`config.mk`:
```
export PLATFORM = sky130hd
export DESIGN_NAME = dtmr_retrig
export DESIGN_NICKNAME = d
export VERILOG_FILES = /design/src/rtl/dtmr_retrig.sv
export SDC_FILE = /design/constraint.sdc
export NUM_CORES = 1
export LEC_CHECK = 0
export BUFFER_PORTS_ARGS = -buffer_cell sky130_fd_sc_hd__buf_2
export CAP_MARGIN = 10
export CORE_ASPECT_RATIO = 0.9
export CORE_MARGIN = 8
export CORE_UTILIZATION = 45
export CTS_CLUSTER_SIZE = 8
export DETAILED_ROUTE_END_ITERATION = 10
export HOLD_SLACK_MARGIN = 0.03
export PLACE_DENSITY = 0.8
export SLEW_MARGIN = 10
export SYNTH_ARGS = -nofsm -noshare
export SYNTH_HDL_FRONTEND = slang
export SYNTH_SLANG_ARGS = --single-unit
```
`constraint.sdc`:
```
create_clock -name clk -period 1.95 [get_ports clk]
set_input_delay 0.0975 -clock clk [delete_from_list [all_inputs] [get_ports clk]]
set_output_delay 0.0975 -clock clk [all_outputs]
set_load 0.01 [all_outputs]
```
`src/rtl/dtmr_retrig.sv`:
```
module dtmr_retrig #(
  parameter int W = 16
) (
  input  logic         clk,
  input  logic         rst_n,
  input  logic         tick_en,
  input  logic         wr_en,
  input  logic [W-1:0] wr_data,
  input  logic         rd_en,
  output logic [W-1:0] rd_data,
  output logic         irq
);
  localparam logic [W-1:0] PARK = '1;

  logic [W-1:0] cnt;
  logic         run;
  logic         load;
  logic         step;
  logic         expire;

  assign load   = wr_en && (wr_data != '0);
  assign step   = tick_en && run && !load;
  assign expire = step && (cnt == '0);
  assign rd_data = rd_en ? cnt : '0;

  always_ff @(posedge clk) begin
    if (!rst_n) begin
      cnt <= PARK;
      run <= 1'b0;
      irq <= 1'b0;
    end else begin
      irq <= expire;
      if (load) begin
        cnt <= wr_data;
        run <= 1'b1;
      end else if (step) begin
        cnt <= cnt - 1'b1;
        if (cnt == '0) run <= 1'b0;
      end
    end
  end

  p_dec_r1: assert property (@(posedge clk) disable iff (!rst_n)
    run && tick_en && !wr_en && cnt != '0 |=> cnt == $past(cnt) - 1'b1);
  p_load_r2: assert property (@(posedge clk) disable iff (!rst_n)
    wr_en && wr_data != '0 |=> cnt == $past(wr_data) && !irq);
  p_park_r3: assert property (@(posedge clk) disable iff (!rst_n)
    irq |-> cnt == PARK && !run);
  p_pulse_r4: assert property (@(posedge clk) disable iff (!rst_n)
    irq |=> !irq);
  p_zero_r5: assert property (@(posedge clk) disable iff (!rst_n)
    wr_en && wr_data == '0 && !tick_en |=> $stable(cnt) && !irq);
  p_idle_r6: assert property (@(posedge clk) disable iff (!rst_n)
    !run |-> cnt == PARK);
  p_read_r8: assert property (@(posedge clk) disable iff (!rst_n)
    !rd_en |-> rd_data == '0);
endmodule

```
==> run_results.csv <==
group,metric,value,unit
run_status,status,"finished with violations",
run_status,violations,"setup timing",
sta,rsz0062_at_grt,"true",
global_route,grt_pass1_vias,1326,
setup_path,cp_max_fo,2,
synth,ys_ff_latch,18,
drt,routedWlPerCell,16.3,um
placed_design,dp.cells,224,
clock_network,hold_buffers,0,
drt,drtIter0Drc,94,
synth,ys_warn_count,0,
clock_network,cts_buffers,3,
sta,finalSetupViolations,2,
placed_design,gp_routability_congestion,0.939,
sta,worst_pin_slew,476,ps
global_route,grtUsageTotal,0.157,
clock_network,cts-root-buf,"clkbuf_4",
placed_design,dp_slack,-56.1,ps
clock_network,clkSinkCount,18,
finish,fillers,207,
setup_path,cp_common_cell,"or4_4",
floorplan,core,0.00247,sq mm
setup_path,path_cells,"or4_4, buf_4, or4_4, or3_4, a31oi_1",
placed_design,place_hpwl,2.86,mm
global_route,grt_pass1_wl,5.95,mm
worst_hold_path,hp-class,"in2reg",
global_route,busiest_layer,"met2",
global_route,grtUsageMet2,0.275,
finish,drive_gt1_frac,0.398,
global_route,grt_overflow,0,
finish,syn_to_final_growth,35.8,%
drt,remaining_drc_errors,0,
clock_network,path_clk_slew,120,ps
setup_path,reg2reg_depth,5,
finish,final_cells,229,
drt,dr.pass1.iters,4,
finish,layout.nets,224,
sta,worst_slack,-65.7,ps
finish,diodes,0,
placed_design,io_buffers,37,
synth,syn-instance-count,146,
finish,design_area,0.00158,sq mm
floorplan,die_w,69.7,um
clock_network,worstSkewPairLatency,300,ps
global_route,grt_max_degree,17,
global_route,grtUsageMet3,0.0509,
setup_path,crit_slowest_cell,"or4_4",
setup_path,rr_endpoint,"cnt[14]",
setup_path,timing.rr.start,"cnt[11]",
placed_design,placed_area,0.00151,sq mm
sta,drv_slew,0,
sta,final_hold_viol_count,0,
synth,yosysSeqAreaShare,0.309,
synth,synth_cell_types,37,
setup_path,cp-end-kind,"register",
drt,drt_wl_total,3.72,mm
sta,slew_headroom,0.680,
clock_network,clockBufferDepth,2,
sta,fin_crit_sh,1.03,
setup_path,crit_type,"reg2reg",
clock_network,htree_levels,1,
setup_path,critical_path.startpoint_type,"register",
synth,syn_area_per_cell,7.99,sq um
global_route,grtUsageMet1,0.182,
sta,max_freq,496,MHz
setup_path,r2r_slack,-70,ps
floorplan,row_count,17,
floorplan,initial_core_util,0.473,
setup_path,cp_top_family,"simple AND/OR/NAND/NOR gates",
drt,dr_total_vias,1365,
sta,skew,3.87,ps
power_and_ir_drop,power.density,544,mW/mm^2
floorplan,die_y,64.3,um
power_and_ir_drop,p_leak,0.635,nW
worst_hold_path,hold_start,"wr_data[4]",
floorplan,fp.dieArea,0.00448,sq mm
drt,postRouteAntennaNets,0,
setup_path,cp.arrival,2250,ps
drt,viasPerCell,5.96,
synth,synth_area,0.00117,sq mm
floorplan,boundaryPins,38,
global_route,antenna_found_initial,0,
worst_hold_path,hold_depth,3,
setup_path,critPathMaxStageDelay,540,ps
run,drv_cap,0,
power_and_ir_drop,vdd_drop_max,0.534,mV
setup_path,cp.required,2190,ps
sta,finalWorstPathRequiredPeriod,2020,ps
synth,synth_nets,168,
setup_path,critical_path.n_buffers_inverters,1,
clock_network,cts_tree,"built",
worst_hold_path,hold_end,"cnt[4]",
## worst reg2reg max path, stage by stage (launching register included)
cell and delay, ps:
dfxtp_2 340, or4_4 540, buf_4 160, or4_4 410, or3_4 340, a31oi_1 170
## worst max path at each step
stage,end,start,cells past startpoint
2_1_floorplan,irq,cnt[8],4
3_3_place_gp,irq,wr_data[9],5
3_5_place_dp,cnt[15],cnt[8],5
4_1_cts,irq,cnt[11],4
5_1_grt,cnt[14],cnt[11],5
6_report,cnt[14],cnt[11],5
## registers in the layout, summed over array words and instances, names as in the netlist
signal / flops
irq: 1
run: 1
cnt: 16
## per-stage QoR
step	util	hold slack, ps	TNS [ps]	power [W]
CTS	0.628	32.6	-23.0	0.000851
global route	0.642	42.9	-228	0.000898
finish	0.642	30.9	-105	0.000861
global placement	0.611	341	0	0.000611
floorplan	-	188	0	0.000521
detailed placement	0.611	346	-140	0.000617
## kinds of logic (layout without fill, tap and decap cells)
family / Yosys count / in the layout / synth area share
flops: 18 / 18 / 0.309
fa+ha+maj: 1 / 1 / 0.0107
buf+inv: 10 / 65 / 0.0397
compound gates: 25 / 25 / 0.141
xor+xnor: 8 / 8 / 0.0601
simple gates: 84 / 84 / 0.440
## timing repair
| action | CTS | global route |
|---|---|---|
| pin swaps | 2 | 1 |
| setup buffers | 0 | 1 |
| endpoints found under the setup margin | 3 | 4 |
| gates resized for setup | 2 | 8 |
## cell type report
cell class	instances	area, sq um	share of cell area
well taps	28	35.0	0.0221
multi-input cells	118	795	0.502
inverters	4	15.0	0.00948
clock buffers	4	36.3	0.0229
flip-flops and latches	18	364	0.230
repair buffers	57	339	0.214
## cells in the final DEF (no fill, tap or decap), drive strengths merged, types with 2 or more instances in the layout
cell type and instances:
a31oi 2, nor4b 2, xnor2 4, nand2 6, o21ai 7, nor4 9
or2 2, nand4 3, dfxtp 18, nor3 14, and2 16, nor2 11
nand4b 2, buf 57, nand3 3, a21oi 8, or4 10, o211ai 2
clkbuf 4, inv 4, xor2 4
## report_power, final
part           switching, W  internal [W]  leakage (nW)
logic              0.000102     0.0000952         0.465
clock network      0.000130      0.000114        0.0210
registers         0.0000277      0.000392         0.148
## synthesized netlist by cell type
| library cell | number | area share |
|---|---|---|
| a2111oi_0 | 1 | 0.0075 |
| a211oi_1 | 1 | 0.0064 |
| a21oi_1 | 8 | 0.034 |
| a31o_2 | 1 | 0.0075 |
| a31oi_1 | 2 | 0.011 |
| and2_1 | 16 | 0.086 |
| and3_1 | 1 | 0.0054 |
| and4_1 | 1 | 0.0075 |
| and4bb_2 | 1 | 0.011 |
| buf_2 | 1 | 0.0043 |
| buf_6 | 1 | 0.0097 |
| clkbuf_1 | 4 | 0.013 |
| dfxtp_1 | 18 | 0.31 |
| ha_1 | 1 | 0.011 |
| inv_1 | 4 | 0.013 |
| nand2_1 | 6 | 0.019 |
| nand3_1 | 3 | 0.013 |
| nand4_1 | 3 | 0.016 |
| nand4b_1 | 2 | 0.015 |
| nand4bb_1 | 1 | 0.0097 |
| nor2_1 | 11 | 0.035 |
| nor3_1 | 13 | 0.056 |
| nor3_2 | 1 | 0.0086 |
| nor4_1 | 9 | 0.048 |
| nor4b_1 | 2 | 0.015 |
| o211ai_1 | 2 | 0.013 |
| o21ai_0 | 7 | 0.030 |
| o31a_1 | 1 | 0.0075 |
| o41a_1 | 1 | 0.0097 |
| o41ai_2 | 1 | 0.014 |
| or2_2 | 2 | 0.011 |
| or3_1 | 1 | 0.0054 |
| or3b_2 | 1 | 0.0075 |
| or4_1 | 8 | 0.052 |
| or4_4 | 2 | 0.019 |
| xnor2_1 | 4 | 0.030 |
| xor2_1 | 4 | 0.030 |
## per-layer routing
layer,part of all wire,routed length [um]
met5,0,0
met1,0.44,1640
met4,0.0083,31
met2,0.49,1840
met3,0.059,219
Power figures use the tool's default switching activity.
